### src/rtl/tw_regif_pkg.sv
package tw_regif_pkg;

  localparam int unsigned BYTE_W = 8;
  localparam int unsigned CNT_W  = $clog2(BYTE_W + 1);

  typedef logic [CNT_W-1:0] bitcnt_t;

  localparam bitcnt_t CNT_FULL = bitcnt_t'(BYTE_W);
  localparam bitcnt_t CNT_LAST = bitcnt_t'(BYTE_W - 1);

  typedef enum logic [3:0] {
    ST_IDLE,
    ST_DEV,
    ST_DEV_ACK,
    ST_PTR,
    ST_PTR_ACK,
    ST_WDATA,
    ST_WACK,
    ST_RDATA,
    ST_RACK
  } tw_state_e;

endpackage

### src/rtl/tw_bus_events.sv
module tw_bus_events (
  input  logic clk,
  input  logic rst_n,
  input  logic scl_i,
  input  logic sda_i,
  output logic scl_rise_o,
  output logic scl_fall_o,
  output logic start_o,
  output logic stop_o,
  output logic sda_o
);

  logic scl_d, sda_d, scl_q, sda_q;

  // idle bus level is high on both lines
  always_ff @(posedge clk or negedge rst_n) begin
    if (!rst_n) begin
      scl_d <= 1'b1;
      sda_d <= 1'b1;
      scl_q <= 1'b1;
      sda_q <= 1'b1;
    end else begin
      scl_d <= scl_i;
      sda_d <= sda_i;
      scl_q <= scl_d;
      sda_q <= sda_d;
    end
  end

  assign scl_rise_o = scl_d & ~scl_q;
  assign scl_fall_o = ~scl_d & scl_q;
  // data edges while the clock stays high mark bus conditions
  assign start_o    = scl_d & scl_q & sda_q & ~sda_d;
  assign stop_o     = scl_d & scl_q & ~sda_q & sda_d;
  assign sda_o      = sda_d;


  events_excl_chk: assert property (@(posedge clk) disable iff (!rst_n)
    $onehot0({scl_rise_o, scl_fall_o, start_o, stop_o}));

endmodule

### src/rtl/tw_byte_shift.sv
module tw_byte_shift
  import tw_regif_pkg::*;
(
  input  logic              clk,
  input  logic              rst_n,
  input  logic              clear_en,
  input  logic              load_en,
  input  logic [BYTE_W-1:0] load_val,
  input  logic              rx_en,
  input  logic              rx_bit,
  input  logic              tx_en,
  output logic [BYTE_W-1:0] data_o,
  output bitcnt_t           cnt_o
);

  logic [BYTE_W-1:0] data_q, data_d;
  bitcnt_t           cnt_q, cnt_d;
  logic              upd;

  assign upd = clear_en | load_en | rx_en | tx_en;

  always_comb begin
    data_d = data_q;
    cnt_d  = cnt_q;
    if (clear_en) begin
      cnt_d = '0;
    end else if (load_en) begin
      data_d = load_val;
      cnt_d  = '0;
    end else if (rx_en) begin
      data_d = {data_q[BYTE_W-2:0], rx_bit};
      cnt_d  = cnt_q + bitcnt_t'(1);
    end else if (tx_en) begin
      data_d = {data_q[BYTE_W-2:0], 1'b1};
      cnt_d  = cnt_q + bitcnt_t'(1);
    end
  end

  always_ff @(posedge clk or negedge rst_n) begin
    if (!rst_n) begin
      data_q <= '0;
      cnt_q  <= '0;
    end else if (upd) begin
      data_q <= data_d;
      cnt_q  <= cnt_d;
    end
  end

  assign data_o = data_q;
  assign cnt_o  = cnt_q;


  cnt_bound_chk: assert property (@(posedge clk) disable iff (!rst_n)
    cnt_q <= CNT_FULL);

endmodule

### src/rtl/tw_reg_ptr.sv
module tw_reg_ptr #(
  parameter  int unsigned NUM_REGS = 10,
  parameter  int unsigned BYTE_W   = 8,
  localparam int unsigned AW       = $clog2(NUM_REGS)
) (
  input  logic              clk,
  input  logic              rst_n,
  input  logic              load_en,
  input  logic [BYTE_W-1:0] load_val,
  input  logic              inc_en,
  output logic [AW-1:0]     ptr_o
);

  localparam logic [AW-1:0]     LAST  = AW'(NUM_REGS - 1);
  localparam logic [BYTE_W-1:0] LIMIT = BYTE_W'(NUM_REGS);

  logic [AW-1:0] ptr_q, ptr_d;

  always_comb begin
    ptr_d = ptr_q;
    if (load_en) begin
      ptr_d = (load_val < LIMIT) ? load_val[AW-1:0] : '0;
    end else if (inc_en) begin
      ptr_d = (ptr_q == LAST) ? '0 : ptr_q + AW'(1);
    end
  end

  always_ff @(posedge clk or negedge rst_n) begin
    if (!rst_n) begin
      ptr_q <= '0;
    end else if (load_en | inc_en) begin
      ptr_q <= ptr_d;
    end
  end

  assign ptr_o = ptr_q;


  ptr_range_chk: assert property (@(posedge clk) disable iff (!rst_n)
    ptr_q <= LAST);


  ptr_wrap_chk: assert property (@(posedge clk) disable iff (!rst_n)
    (inc_en && !load_en && ptr_q == LAST) |=> (ptr_q == '0));

endmodule

### src/rtl/tw_regif_slave.sv
module tw_regif_slave
  import tw_regif_pkg::*;
#(
  parameter  logic [6:0]  DEV_ADDR = 7'h68,
  parameter  int unsigned NUM_REGS = 10,
  parameter  int unsigned LOCK_TOP = 6,
  localparam int unsigned AW       = $clog2(NUM_REGS)
) (
  input  logic              clk,
  input  logic              rst_n,
  input  logic              scl_i,
  input  logic              sda_i,
  input  logic              pwr_fail_i,
  input  logic [BYTE_W-1:0] rd_data_i,
  output logic [AW-1:0]     rd_addr_o,
  output logic              wr_en_o,
  output logic [AW-1:0]     wr_addr_o,
  output logic [BYTE_W-1:0] wr_data_o,
  output logic              sda_drive_low_o
);

  localparam logic [AW-1:0] LOCK_A = AW'(LOCK_TOP);

  // reset: asynchronous assert, synchronous release
  logic [1:0] rst_sync_q;
  logic       rst_ni;

  always_ff @(posedge clk or negedge rst_n) begin
    if (!rst_n) rst_sync_q <= 2'b00;
    else        rst_sync_q <= {rst_sync_q[0], 1'b1};
  end
  assign rst_ni = rst_sync_q[1];

  // bus events
  logic ev_rise, ev_fall, ev_start, ev_stop, ev_sda;

  tw_bus_events u_events (
    .clk        (clk),
    .rst_n      (rst_ni),
    .scl_i      (scl_i),
    .sda_i      (sda_i),
    .scl_rise_o (ev_rise),
    .scl_fall_o (ev_fall),
    .start_o    (ev_start),
    .stop_o     (ev_stop),
    .sda_o      (ev_sda)
  );

  // byte shifter
  logic              sh_clear, sh_load, sh_rx, sh_tx;
  logic [BYTE_W-1:0] sh_data, tx_byte;
  bitcnt_t           sh_cnt;

  tw_byte_shift u_shift (
    .clk      (clk),
    .rst_n    (rst_ni),
    .clear_en (sh_clear),
    .load_en  (sh_load),
    .load_val (tx_byte),
    .rx_en    (sh_rx),
    .rx_bit   (ev_sda),
    .tx_en    (sh_tx),
    .data_o   (sh_data),
    .cnt_o    (sh_cnt)
  );

  // register pointer
  logic          ptr_load, ptr_inc;
  logic [AW-1:0] ptr;

  tw_reg_ptr #(
    .NUM_REGS (NUM_REGS),
    .BYTE_W   (BYTE_W)
  ) u_ptr (
    .clk      (clk),
    .rst_n    (rst_ni),
    .load_en  (ptr_load),
    .load_val (sh_data),
    .inc_en   (ptr_inc),
    .ptr_o    (ptr)
  );

  // control state
  tw_state_e         state_q, state_d;
  logic              rw_q, rw_d;
  logic              nack_q, nack_d;
  logic              wr_fire, wr_en_d, wr_en_q;
  logic [AW-1:0]     wr_addr_q;
  logic [BYTE_W-1:0] wr_data_q;
  logic              byte_done, ptr_locked, dev_match;

  assign byte_done  = (sh_cnt == CNT_FULL);
  assign ptr_locked = pwr_fail_i && (ptr <= LOCK_A);
  assign dev_match  = (sh_data[BYTE_W-1:1] == DEV_ADDR);
  assign tx_byte    = ptr_locked ? '1 : rd_data_i;
  assign wr_en_d    = wr_fire && !ptr_locked;

  always_comb begin
    state_d  = state_q;
    rw_d     = rw_q;
    nack_d   = nack_q;
    sh_clear = 1'b0;
    sh_load  = 1'b0;
    sh_rx    = 1'b0;
    sh_tx    = 1'b0;
    ptr_load = 1'b0;
    ptr_inc  = 1'b0;
    wr_fire  = 1'b0;
    if (ev_start) begin
      state_d  = ST_DEV;
      sh_clear = 1'b1;
    end else if (ev_stop) begin
      state_d = ST_IDLE;
    end else begin
      unique case (state_q)
        ST_IDLE: begin
          state_d = ST_IDLE;
        end
        ST_DEV: begin
          if (ev_rise && !byte_done) sh_rx = 1'b1;
          if (ev_fall && byte_done) begin
            if (dev_match && !pwr_fail_i) begin
              state_d = ST_DEV_ACK;
              rw_d    = sh_data[0];
            end else begin
              state_d = ST_IDLE;
            end
          end
        end
        ST_DEV_ACK: begin
          if (ev_fall) begin
            if (rw_q) begin
              sh_load = 1'b1;
              state_d = ST_RDATA;
            end else begin
              sh_clear = 1'b1;
              state_d  = ST_PTR;
            end
          end
        end
        ST_PTR: begin
          if (ev_rise && !byte_done) sh_rx = 1'b1;
          if (ev_fall && byte_done) begin
            ptr_load = 1'b1;
            state_d  = ST_PTR_ACK;
          end
        end
        ST_PTR_ACK, ST_WACK: begin
          if (ev_fall) begin
            sh_clear = 1'b1;
            state_d  = ST_WDATA;
          end
        end
        ST_WDATA: begin
          if (ev_rise && !byte_done) sh_rx = 1'b1;
          if (ev_fall && byte_done) begin
            wr_fire = 1'b1;
            ptr_inc = 1'b1;
            state_d = ST_WACK;
          end
        end
        ST_RDATA: begin
          if (ev_fall) begin
            if (sh_cnt == CNT_LAST) begin
              ptr_inc = 1'b1;
              state_d = ST_RACK;
            end else begin
              sh_tx = 1'b1;
            end
          end
        end
        ST_RACK: begin
          if (ev_rise) nack_d = ev_sda;
          if (ev_fall) begin
            if (!nack_q) begin
              sh_load = 1'b1;
              state_d = ST_RDATA;
            end else begin
              state_d = ST_IDLE;
            end
          end
        end
        default: begin
          state_d = ST_IDLE;
        end
      endcase
    end
  end

  always_ff @(posedge clk or negedge rst_ni) begin
    if (!rst_ni) begin
      state_q <= ST_IDLE;
      rw_q    <= 1'b0;
      nack_q  <= 1'b0;
      wr_en_q <= 1'b0;
    end else begin
      state_q <= state_d;
      rw_q    <= rw_d;
      nack_q  <= nack_d;
      wr_en_q <= wr_en_d;
    end
  end

  always_ff @(posedge clk or negedge rst_ni) begin
    if (!rst_ni) begin
      wr_addr_q <= '0;
      wr_data_q <= '0;
    end else if (wr_fire) begin
      wr_addr_q <= ptr;
      wr_data_q <= sh_data;
    end
  end

  assign rd_addr_o       = ptr;
  assign wr_en_o         = wr_en_q;
  assign wr_addr_o       = wr_addr_q;
  assign wr_data_o       = wr_data_q;
  assign sda_drive_low_o = (state_q inside {ST_DEV_ACK, ST_PTR_ACK, ST_WACK}) ||
                           (state_q == ST_RDATA && !sh_data[BYTE_W-1]);


  lock_wr_chk: assert property (@(posedge clk) disable iff (!rst_ni)
    (wr_en_o && (wr_addr_o <= LOCK_A)) |-> !$past(pwr_fail_i));


  dev_refuse_chk: assert property (@(posedge clk) disable iff (!rst_ni)
    (state_q == ST_DEV && ev_fall && byte_done && pwr_fail_i) |=> !sda_drive_low_o);


  mismatch_idle_chk: assert property (@(posedge clk) disable iff (!rst_ni)
    (state_q == ST_DEV && ev_fall && byte_done && !dev_match) |=> (state_q == ST_IDLE));


  stop_release_chk: assert property (@(posedge clk) disable iff (!rst_ni)
    ev_stop |=> !sda_drive_low_o);


  wr_pulse_chk: assert property (@(posedge clk) disable iff (!rst_ni)
    wr_en_o |=> !wr_en_o);

endmodule

### config.mk
export PLATFORM = sky130hd
export DESIGN_NAME = tw_regif_slave
export DESIGN_NICKNAME = d
export VERILOG_FILES = /design/src/rtl/tw_regif_pkg.sv /design/src/rtl/tw_bus_events.sv /design/src/rtl/tw_byte_shift.sv /design/src/rtl/tw_reg_ptr.sv /design/src/rtl/tw_regif_slave.sv
export SDC_FILE = /design/constraint.sdc
export NUM_CORES = 1
export LEC_CHECK = 0
export BUFFER_PORTS_ARGS = -buffer_cell sky130_fd_sc_hd__buf_2
export CAP_MARGIN = 20
export CORE_MARGIN = 5
export CORE_UTILIZATION = 45
export DETAILED_ROUTE_END_ITERATION = 7
export PLACE_DENSITY = 0.73
export SLEW_MARGIN = 20
export SYNTH_ARGS = -nofsm -noshare
export SYNTH_HDL_FRONTEND = slang
export SYNTH_SLANG_ARGS = --single-unit
export TNS_END_PERCENT = 10
### constraint.sdc
create_clock -name clk -period 2 [get_ports clk]
set_input_delay 0.1 -clock clk [delete_from_list [all_inputs] [get_ports clk]]
set_output_delay 0.1 -clock clk [all_outputs]
set_load 0.05 [all_outputs]
# Yosys cells after proc, flatten, opt, wreduce, memory -nomap -nowiden
# Index checks and enable logic that the tools add are counted.
dict set report totals {
  out_inout_bits 18
  in_bits 13
  register_bits 41
  word_cells 139
}
dict set report op_classes {
  bitwise 18
  reduce_logical 23
  addsub 2
  magnitude_cmp 2
  n_eq_ne 20
  muxes 60
}
# cell n
set ops {}
lappend ops {{2-to-1 mux 4 bit} 18}
lappend ops {{2-to-1 mux 8 bit} 4}
lappend ops {{inequality test 4 bit, second input constant} 8}
lappend ops {{2-to-1 mux 1 bit} 31}
lappend ops {{case mux 4 bit (7 select lines)} 1}
lappend ops {{== test 4 x 3 -> 1 bit, second input constant} 5}
lappend ops {{== test 4 bit, second input constant} 3}
lappend ops {{adder 4 x 1 -> 4 bit, second input constant} 2}
lappend ops {{== test 4 x 2 -> 1 bit, second input constant} 2}
lappend ops {{less-than comparator 8 x 4 -> 1 bit, second input constant} 1}
lappend ops {{AND reduction 8 bit} 1}
lappend ops {{bitwise AND 1 bit} 7}
lappend ops {{== test 7 bit, second input constant} 1}
lappend ops {{NOT 1 bit} 7}
lappend ops {{logical AND 1 bit} 6}
lappend ops {{2-to-1 mux 3 bit} 2}
lappend ops {{case mux 1 bit (2 select lines)} 3}
lappend ops {{nonzero test 3 bit} 2}
lappend ops {{AND reduction 5 bit} 1}
lappend ops {{== test 4 x 1 -> 1 bit, second input constant} 1}
lappend ops {{less-or-equal comparator 4 x 3 -> 1 bit, second input constant} 1}
lappend ops {{logical NOT 1 bit} 4}
lappend ops {{OR 1 bit} 4}
lappend ops {{AND reduction 2 bit} 2}
lappend ops {{8 further kinds} 8}

# Longest topological paths before layout
# Gate-level depths: netlist of the first run.
dict set report logic_depth {
  ltp_word 10
  mapped_depth 8
  mapped_depth_nobuf 6
}

# By module
# From an unflattened synthesis of the first run, not the netlist that was laid out.
dict set report unflattened {
  hier_cells 207
  area_unflattened_um2 2337.2
}
# module area_per_inst_um2 cells_each instances seq_area_each_um2
set by_module_without_submodules {}
lappend by_module_without_submodules {tw_regif_slave 1310.0 127 1 525.5}
lappend by_module_without_submodules {tw_byte_shift 633.1 45 1 300.3}
lappend by_module_without_submodules {tw_reg_ptr 256.5 27 1 100.1}
lappend by_module_without_submodules {tw_bus_events 137.6 8 1 105.1}

# Least setup slack after synthesis of the first run
# OpenSTA, ideal clock, no wires.
dict set report synth_timing {
  path_type {register to register}
  start {register u_ptr.ptr_q[0], in the netlist u_ptr.ptr_o[0]}
  end {register u_shift.data_q[1], in the netlist u_shift.data_o[1]}
  path_buffers 2
  required_time_ps 1870
  setup_time_ps 130
  synth_period_minus_slack_ps 1756
  slack_ps 244
  arrival_ps 1626
  stages_incl_launch_ff 7
  cell_sequence {dfrtp_1 -> buf_2 -> nand3_1 -> and3b_1 -> buf_1 -> nor4_1 -> a31oi_1}
}
dict set report synth_between {
  elab_chain_len 4
}
# item line_no
set synth_rtl {}
lappend synth_rtl {{from (decl)} tw_reg_ptr.sv:17} ;# logic [AW-1:0] ptr_q, ptr_d;
lappend synth_rtl {{from (signal assigned)} tw_reg_ptr.sv:32} ;# ptr_q <= ptr_d;
lappend synth_rtl {{less-or-equal comparator 4 x 3 -> 1 bit} tw_regif_slave.sv:93} ;# assign ptr_locked = pwr_fail_i && (ptr <= LOCK_A);
lappend synth_rtl {{logical AND 1 bit} tw_regif_slave.sv:93}
lappend synth_rtl {{2-to-1 mux 8 bit} tw_regif_slave.sv:95} ;# assign tx_byte = ptr_locked ? '1 : rd_data_i;
lappend synth_rtl {{2-to-1 mux 8 bit} tw_byte_shift.sv:27} ;# end else if (load_en) begin
lappend synth_rtl {{to (signal assigned)} tw_byte_shift.sv:44} ;# data_q <= data_d;
lappend synth_rtl {{to (decl)} tw_byte_shift.sv:16} ;# logic [BYTE_W-1:0] data_q, data_d;
# Every way passes these cells.
# A chain may end at the register's enable or synchronous reset.

# Final worst setup path of the first run
dict set report layout_timing {
  start {register state_q[2]}
  end {register u_shift.data_q[6], in the netlist u_shift.data_o[6]}
}
dict set report layout_between {
  elab_chain_len 9
  word_cells_on_any_way 30
  classes_between {8 x eq/ne; 14 x mux; 4 x bitwise; 4 x reduce/logical}
}
# item line_no
set layout_rtl {}
lappend layout_rtl {{from (decl)} tw_regif_slave.sv:84} ;# tw_state_e state_q, state_d;
lappend layout_rtl {{from (signal assigned)} tw_regif_slave.sv:197} ;# state_q <= state_d;
lappend layout_rtl {{== test 4 x 3 -> 1 bit} tw_regif_slave.sv:115} ;# unique case (state_q)
lappend layout_rtl {{OR reduction 2 bit} tw_regif_slave.sv:115}
lappend layout_rtl {{case mux 1 bit (2 select lines)} tw_regif_slave.sv:115}
lappend layout_rtl {{2-to-1 mux 1 bit} tw_regif_slave.sv:112} ;# end else if (ev_stop) begin
lappend layout_rtl {{2-to-1 mux 1 bit} tw_regif_slave.sv:109} ;# if (ev_start) begin
lappend layout_rtl {{OR 1 bit (3 in a row)} tw_byte_shift.sv:20} ;# assign upd = clear_en | load_en | rx_en | tx_en;
lappend layout_rtl {{AND reduction 3 bit (no line)} n/a}
# Several ways; a longest one is shown, not always the timed one.

==> results_dict.tcl, run 1 <==
set metrics [dict create \
    synthesis.area_mm2 0.00238 \
    remaining_drc_errors 0 \
    path_cells "nor4b_4 > mux2_4 > or2_1 > a31oi_1" \
    grtUsageTotal_pct 17.8 \
    post-route-min-period_ns 1.93 \
    synth_common_cells "38 x nand2_1, 37 x dfrtp_1, 15 x o21ai_0" \
    drive_gt1_share_pct 24.3 \
    port_buffers 30 \
    fin_nets 302 \
    start_util_pct 46.4 \
    synth_edf_count 0 \
    max_freq_mhz 517 \
    p_leak_nw 1.24 \
    dpl.hpwl_um 4010 \
    timing.rr.end "u_shift.data_o[6]" \
    synthCells 250 \
    firstDrtPassIters 4 \
    vias_per_cell 5.75 \
    wl_per_cell_um 15.8 \
    rows 26 \
    synth_most_common_cell "nand2_1" \
    cts_made_buffers 5 \
    worst_slack_ns 0.0656 \
    io_pins 31 \
    power_density_mw_per_mm2 772 \
    clockPowerShare_pct 25.2 \
    r2r_setup_slack_ns 0.07 \
    max_stage_delay_ns 0.49 \
    die_h_um 82.8 \
    synth_area_leaders "dfrtp_1 39%, nand2_1 6.0%, dfstp_2 4.4%" \
    setup_tns_ns 0 \
    crit_family "simple AND/OR/NAND/NOR gates" \
    outcome "completed" \
    cp_max_fo 10 \
    critPathRequiredTime_ns 2.20 \
    period_share_pct 96.7 \
    slowest_stage "dfrtp_2" \
    dr_total_vias 2057 \
    ys_seq_area_share_pct 43.2 \
    power_switching_mw 0.720 \
    drv_slew 0 \
    sw_frac_of_total_pct 34.0 \
    syn2layout_area_growth_pct 14.9 \
    clk_pin_slew_ns 0.08 \
    clk_latency_ns 0.30 \
    dr.first_iter.drc_count 104 \
    max-vdd-ir-drop_mv 0.489 \
    hold_viol 0 \
    cts_tree "done" \
    design_power_total_mw 2.12 \
    cp_num_buf_inv 0 \
    synth.top_cell.area_share_pct 38.8 \
    finClkSkew_ns 0.00535 \
    grt_pass1_wl_um 9180 \
    cts_buffer_depth 2 \
    p_int_mw 1.39 \
    die_width_um 82.8 \
    grt_pass1_vias 1900 \
    worstMarginPinSlew_ns 0.557 \
    path_class "flip-flop to flip-flop" \
    cp-start-kind "flip-flop" \
    synth_seq_cells 41 \
    worstHoldPathType "input port to asynchronous set/reset pin" \
    synthArstFlopShare_pct 100 \
    postSynthAreaPerCell_um2 9.54 \
    ys_types 70 \
    rsz0062_at_grt "no" \
    synth_nets 265 \
    gp_congestion 0.900 \
    maxSlewHeadroom_pct 62.5 \
    cts_sinks 41 \
    drt-total-wl_um 5660 \
    final_util_pct 53.3 \
    ant_nets 0 \
    ys_warn_count 0 \
    die-area_mm2 0.00686 \
    r2r-start "state_q[2]" \
    end_kind "flip-flop" \
    share_comb_of_total_power_pct 21.9 \
    synthFlopType "dfrtp_1" \
    seqPwrFrac_pct 52.9 \
    r2r_cells 4 \
    grt_max_degree 40 \
    antenna_found_initial 0 \
    setup_viol_count_final 0 \
    arrival_ns 2.14 \
    antenna_cells 0 \
    fin_cells 358 \
    cap_violations 0 \
    ctsHtreeMaxLevel 2 \
    dp_slack_ns 0.0773 \
    synth_top_area_cell "dfrtp_1" \
    clock-root-buffer "clkbuf_8" \
    fp.coreArea_mm2 0.00514 \
    overflow 0 \
    dp_cells 346 \
]
[flip-flops by register name, summed over array words and instances (netlist names)]
name and flops:
state_q 4, wr_data_o 8, u_events.sda_o 1, rst_sync_q 2, rw_q 1, u_ptr.ptr_o 4
u_events.scl_d 1, nack_q 1, wr_en_o 1, u_shift.data_o 8, u_events.sda_q 1, u_shift.cnt_o 4
u_events.scl_q 1, wr_addr_o 4
[cells in the final DEF, fill, tap and decap left out, types with 4 or more instances in the layout]
cell | netlist | layout
nand3b_1 | 6 | 6
buf_4 | 4 | 13
dfstp_2 | 4 | 4
o21ai_1 | 4 | 4
inv_1 | 6 | 6
a31oi_1 | 8 | 8
nor2_1 | 6 | 6
nand2b_1 | 4 | 4
nand2_1 | 38 | 38
mux2i_1 | 4 | 4
o21ai_0 | 15 | 15
nor4_1 | 9 | 9
nor2b_1 | 6 | 6
buf_2 | 5 | 30
o22ai_1 | 4 | 4
nor3_1 | 6 | 6
dfrtp_1 | 37 | 36
nand3_1 | 14 | 14
clkbuf_8 | 0 | 5
[cell type report]
class                   count  area (um^2)
well taps                  70         87.6
flip-flops and latches     41         1030
repair buffers             46          278
clock inverters             3         17.5
fillers                   489         2400
multi-input cells         187         1230
clock buffers               5         68.8
inverters                   6         22.5
[worst register-to-register path, stage by stage (launching register included)]
cell	delay, ns
dfrtp_2	0.49
nor4b_4	0.36
mux2_4	0.39
or2_1	0.36
a31oi_1	0.24
[through the flow]
stage	area (um^2)	hold slack (ns)
floorplan	2380	-0.196
global placement	2620	-0.115
detailed placement	2620	-0.115
CTS	2730	0.0821
global route	2740	0.0844
finish	2740	0.0866
[metal layers]
| metal | vias to the layer above | routed length [um] | track usage [%] |
|---|---|---|---|
| met1 | 980 | 2550 | 24.4 |
| met2 | 71 | 2670 | 27.3 |
| met3 | 9 | 350 | 3.35 |
| li1 | 997 | - | - |
| met5 | - | 0 | 0 |
| met4 | 0 | 84 | 7.68 |
[cell families after synthesis]
family	count (synthesis)	synth area share [%]
buffers and inverters	22	5.04
AO/OA/AOI/OAI	55	16.3
multiplexers	8	3.72
other	1	0.157
flip-flops	41	43.2
adder cells (fa/ha/maj)	2	1.05
AND/OR/NAND/NOR	118	29.4
XOR/XNOR	3	1.10
[worst max path at each step]
stage,startpoint,endpoint,slack (ns),cells past startpoint
6_report,state_q[2],u_shift.data_o[6],0.07,4
3_3_place_gp,state_q[2],u_shift.data_o[6],0.18,4
4_1_cts,state_q[2],u_shift.data_o[6],0.08,4
3_5_place_dp,state_q[2],u_shift.data_o[6],0.08,4
5_1_grt,state_q[2],u_shift.data_o[6],0.02,4
2_1_floorplan,u_ptr.ptr_o[0],u_shift.data_o[1],0.24,6
[what timing repair did]
| action | in CTS | in global routing |
|---|---|---|
| resized for setup | 0 | 1 |
| hold buffers | 3 | 0 |
| setup endpoints to repair | 0 | 1 |
| endpoints found under the hold margin | 4 | 0 |
| buffers inserted | 0 | 1 |
[power by group through the flow]
stage,registers [mW],clock network [mW],logic [mW]
after global placement,1.12,0,0.440
after global routing,1.14,0.593,0.520
after floorplan,1.08,0,0.344
final,1.12,0.534,0.463
after detailed placement,1.13,0,0.454
after CTS,1.11,0.546,0.459
(Power assumes the default switching activity.)
==> inputs of run 2 (changes only) <==
- CORE_ASPECT_RATIO: unset -> 0.9
- GPL_TIMING_DRIVEN: unset -> 0
- PLACE_DENSITY: 0.73 -> 0.7
==> run 2 against run 1 <==
Effect of this change: non-clock buffer count increased by 6; largest cell class unchanged; sequential share of layout area fell by 1.4 points; hold slack worse by 0.0049 ns; via count is 2.1% higher.
==> results_dict.tcl, run 2 (synthesis results as in run 1) <==
set metrics [dict create \
    outcome "completed" \
    dpl.hpwl_um 4060 \
    end_kind "flip-flop" \
    max_freq_mhz 518 \
    path_cells "buf_4 > nor4b_4 > mux2_4 > or2_1 > buf_4 > a31oi_1" \
    cap_violations 0 \
    overflow 0 \
    fin_cells 361 \
    grtUsageTotal_pct 18.1 \
    dp_cells 348 \
    drv_slew 0 \
    cts_sinks 41 \
    io_pins 31 \
    post-route-min-period_ns 1.93 \
    arrival_ns 2.15 \
    die-area_mm2 0.00686 \
    port_buffers 30 \
    layout_common_cells "38 x nand2_1, 36 x dfrtp_1, 34 x buf_2" \
    worstMarginPinSlew_ns 0.551 \
    fin_nets 308 \
    clk_pin_slew_ns 0.08 \
    antenna_found_initial 0 \
    fp.coreArea_mm2 0.00519 \
    remaining_drc_errors 0 \
    hold_viol 0 \
    dr.first_iter.drc_count 80 \
    p_leak_nw 1.29 \
    slowest_stage "mux2_4" \
    drive_gt1_share_pct 25.9 \
    cts_tree "done" \
    cp-start-kind "flip-flop" \
    gp_congestion 0.871 \
    final_common_cell "nand2_1" \
    firstDrtPassIters 4 \
    rsz0062_at_grt "no" \
    drt-total-wl_um 5780 \
    finClkSkew_ns 0.00478 \
    cts_made_buffers 5 \
    cp_max_fo 9 \
    dr_total_vias 2101 \
    grt_max_degree 24 \
    clock-root-buffer "clkbuf_8" \
    route.top_layer_used "met4" \
    die_h_um 79.1 \
    setup_tns_ns 0 \
    route.met2.wl_um 2620 \
    clk_latency_ns 0.30 \
    grt_pass1_vias 2076 \
    critPathRequiredTime_ns 2.22 \
    ctsHtreeMaxLevel 2 \
    ant_nets 0 \
    maxSlewHeadroom_pct 62.9 \
    die_width_um 86.7 \
    period_share_pct 96.5 \
    vias_per_cell 5.82 \
    route.met3.wl_um 418 \
    wl_per_cell_um 16.0 \
    path_class "flip-flop to flip-flop" \
    max-vdd-ir-drop_mv 0.565 \
    crit_top_cell "buf_4" \
    cts_buffer_depth 2 \
    antenna_cells 0 \
    wl_met1_um 2650 \
    syn2layout_area_growth_pct 19.5 \
    setup_viol_count_final 0 \
    rows 25 \
    max_stage_delay_ns 0.39 \
    power_density_mw_per_mm2 839 \
    grt_pass1_wl_um 9940 \
    start_util_pct 45.9 \
    worstHoldPathType "input port to flip-flop" \
]
[run 2: metrics by stage]
stage / power [mW] / worst slack, ns / hold slack, ns / instance area [um^2] / utilization (%)
after floorplan: 1.42 / 0.244 / -0.196 / 2380 / -
after global placement: 1.56 / 0.140 / -0.115 / 2620 / 50.4
after detailed placement: 1.58 / 0.0895 / -0.114 / 2650 / 51.0
after CTS: 2.38 / 0.0732 / 0.0769 / 2810 / 54.1
after global routing: 2.53 / 0.000407 / 0.0995 / 2850 / 54.9
final: 2.39 / 0.0709 / 0.0817 / 2850 / 54.9
[run 2: cell type report]
class / instances / area, um^2
inverters: 6 / 22.5
plain buffers: 15 / 96.3
clock inverters: 3 / 65.1
repair buffers: 37 / 230
fillers: 480 / 2340
well taps: 67 / 83.8
clock buffers: 5 / 68.8
flip-flops and latches: 41 / 1030
multi-input cells: 187 / 1250
[run 2: what timing repair did]
item | 4_1_cts | 5_1_grt
hold buffers | 3 | 0
resized for setup | 0 | 4
buffers inserted | 0 | 3
endpoints found under the setup margin | 0 | 13
endpoints found under the hold margin | 4 | 0
[run 2: worst paths after layout]
| check | from | endpoint | slack [ns] | depth (start not counted) |
|---|---|---|---|---|
| min reg2reg | rst_sync_q[1] | nack_q | 0.21 | 0 |
| min in group asynchronous | rst_n | rst_sync_q[1] | 0.10 | 2 |
| min | rd_data_i[4] | u_shift.data_o[4] | 0.08 | 3 |
| max in group asynchronous | rst_sync_q[1] | wr_data_o[6] | 1.34 | 1 |
| max reg2reg | state_q[2] | u_shift.data_o[5] | 0.07 | 6 |
| max | state_q[2] | u_shift.data_o[5] | 0.07 | 6 |
[run 2: critical path: cells and delay by family (launching register included)]
kind / cells / cell delay, ns
buf+inv: 2 / 0.34
simple gates: 2 / 0.61
flops: 1 / 0.36
mux: 1 / 0.39
compound gates: 1 / 0.15
[run 2: metal layers]
metal | global-route usage (%) | up-vias
li1 | - | 1006
met4 | 4.67 | 0
met3 | 5.29 | 15
met2 | 28.1 | 85
met5 | 0 | -
met1 | 24.6 | 995
[run 2: where the power goes]
part	total, mW	internal [mW]	switching [mW]
registers	1.13	0.944	0.187
logic	0.466	0.218	0.248
clock network	0.792	0.496	0.297
==> inputs of run 3 (changes only) <==
- RECOVER_POWER: unset -> 25
==> run 3 against run 2 <==
Effect of this change: clock skew is 0.0011 ns lower; first-iteration DRC count up 23%; largest power group unchanged; largest cell class unchanged; maximum frequency rose by 0.21%; sequential share of layout area up 0.28 points; sequential cell count is the same; sequential power about the same; total power fell by 0.25%; combinational power decreased by 1%; via count fell by 0.90%; clock-buffer cell count unchanged; wire length barely moved; non-clock buffer count unchanged.
==> results_dict.tcl, run 3 (synthesis results as in run 1) <==
set metrics [dict create \
    outcome "completed" \
    hold_viol 0 \
    p_int_mw 1.65 \
    post-route-min-period_ns 1.93 \
    clockPowerShare_pct 33.2 \
    clk_pin_slew_ns 0.08 \
    cts_sinks 41 \
    dp_cells 348 \
    setup_tns_ns 0 \
    clock-root-buffer "clkbuf_8" \
    share_comb_of_total_power_pct 19.3 \
    r2r_setup_slack_ns 0.07 \
    port_buffers 30 \
    dpl_cell_area_mm2 0.00265 \
    path_cells "buf_4 > nor4b_4 > mux2_4 > or2_1 > buf_4 > a31oi_1" \
    max_freq_mhz 519 \
    fin_nets 308 \
    drv_slew 0 \
    layout_common_cells "38 x nand2_1, 37 x dfrtp_1, 33 x buf_2" \
    period_share_pct 96.3 \
    rows 25 \
    cts_made_buffers 5 \
    final_util_pct 54.4 \
    r2r-start "state_q[2]" \
    cts_buffer_depth 2 \
    seqCellArea_mm2 0.00103 \
    antenna_cells 0 \
    antenna_found_initial 0 \
    arrival_ns 2.14 \
    grtUsageTotal_pct 18.1 \
    wl_per_cell_um 16.0 \
    design_area_mm2 0.00282 \
    worstMarginPinSlew_ns 0.667 \
    grt_pass1_wl_um 9940 \
    fp.coreArea_mm2 0.00519 \
    fin_cells 361 \
    die_width_um 86.7 \
    maxSlewHeadroom_pct 55.6 \
    cap_violations 0 \
    r2r_cells 6 \
    syn2layout_area_growth_pct 18.4 \
    timing.rr.end "u_shift.data_o[1]" \
    sw_frac_of_total_pct 30.7 \
    cp-start-kind "flip-flop" \
    drive_gt1_share_pct 24.8 \
    firstDrtPassIters 5 \
    die_h_um 79.1 \
    max_stage_delay_ns 0.38 \
    setup_viol_count_final 0 \
    crit_top_cell "buf_4" \
    io_pins 31 \
    power_switching_mw 0.732 \
    slowest_stage "mux2_4" \
    final_common_cell "nand2_1" \
    end_kind "flip-flop" \
    dr_total_vias 2082 \
    fillers 485 \
    critPathLaunch "state_q[2]" \
    drt-total-wl_um 5770 \
    gp_congestion 0.871 \
    path_class "flip-flop to flip-flop" \
    clk_latency_ns 0.30 \
    ant_nets 0 \
    crit_end "u_shift.data_o[1]" \
    critPathRequiredTime_ns 2.22 \
    ctsHtreeMaxLevel 2 \
    cp_max_fo 9 \
    rsz0062_at_grt "no" \
    overflow 0 \
    grt_max_degree 24 \
    dpl.hpwl_um 4060 \
    dr.first_iter.drc_count 98 \
    seqPwrFrac_pct 47.5 \
    power_density_mw_per_mm2 844 \
    grt_pass1_vias 2076 \
    start_util_pct 45.9 \
    die-area_mm2 0.00686 \
    finClkSkew_ns 0.00370 \
    max-vdd-ir-drop_mv 0.565 \
    multi_input_area_mm2 0.00125 \
    p_leak_nw 1.28 \
    cts_tree "done" \
    vias_per_cell 5.77 \
    remaining_drc_errors 0 \
    worstHoldPathType "input port to flip-flop" \
]
==> run 3: cell count changes in the layout (fill, tap and decap cells not counted), sizes merged <==
cell / previous run / this run
buf: 45 / 43
clkbuf: 9 / 11
==> run 3: critical path, delay by kind of cell, from the launching register on <==
family                 cells  cell delay, ns
AO/OA/AOI/OAI              1            0.14
buffers and inverters      2            0.34
flip-flops                 1            0.36
multiplexers               1            0.38
AND/OR/NAND/NOR            2            0.61
==> run 3: power by group through the flow <==
stage	sequential, mW	combinational, mW	clock, mW
floorplan	1.08	0.344	0
finish	1.13	0.461	0.790
detailed placement	1.14	0.443	0
global route	1.15	0.527	0.847
global placement	1.14	0.419	0
CTS	1.12	0.449	0.810
==> run 3: how the worst min path moves through the flow <==
stage / start / endpoint / slack, ns / cells past startpoint
2_1_floorplan: rst_n / rst_sync_q[0] / -0.20 / 0
3_3_place_gp: rst_n / rst_sync_q[0] / -0.11 / 1
3_5_place_dp: rst_n / rst_sync_q[0] / -0.11 / 1
4_1_cts: rd_data_i[6] / u_shift.data_o[6] / 0.08 / 3
5_1_grt: rst_n / rst_sync_q[0] / 0.10 / 2
6_report: rd_data_i[4] / u_shift.data_o[4] / 0.08 / 3
==> run 3: per-stage QoR <==
| step | hold slack (ns) | total power, mW | setup WS (ns) |
|---|---|---|---|
| after CTS | 0.0769 | 2.38 | 0.0732 |
| final | 0.0832 | 2.38 | 0.0750 |
| after floorplan | -0.196 | 1.42 | 0.244 |
| after global placement | -0.115 | 1.56 | 0.140 |
| after global routing | 0.103 | 2.53 | 0.000439 |
| after detailed placement | -0.114 | 1.58 | 0.0895 |
==> run 3: layout make-up <==
cell class / instances / share of cell area (%)
inverters: 6 / 0.798
clock buffers: 5 / 2.44
clock inverters: 3 / 2.30
multi-input cells: 187 / 44.3
plain buffers: 15 / 3.41
flip-flops and latches: 41 / 36.5
well taps: 67 / 2.97
repair buffers: 37 / 7.31
==> run 3: layer usage <==
layer	vias to the layer above	share of wire, %	wire length (um)	GRT usage, %
li1	1005	-	-	-
met1	1016	47	2730	24.6
met2	52	45	2610	28.1
met3	9	6.3	361	5.29
met4	0	1.1	64	4.67
met5	-	0	0	0
==> run 3: repair_timing <==
| item | 4_1_cts | 5_1_grt |
|---|---|---|
| gates resized for setup | 0 | 4 |
| setup buffers | 0 | 3 |
| setup endpoints to repair | 0 | 13 |
| endpoints found under the hold margin | 4 | 0 |
| hold buffers | 3 | 0 |
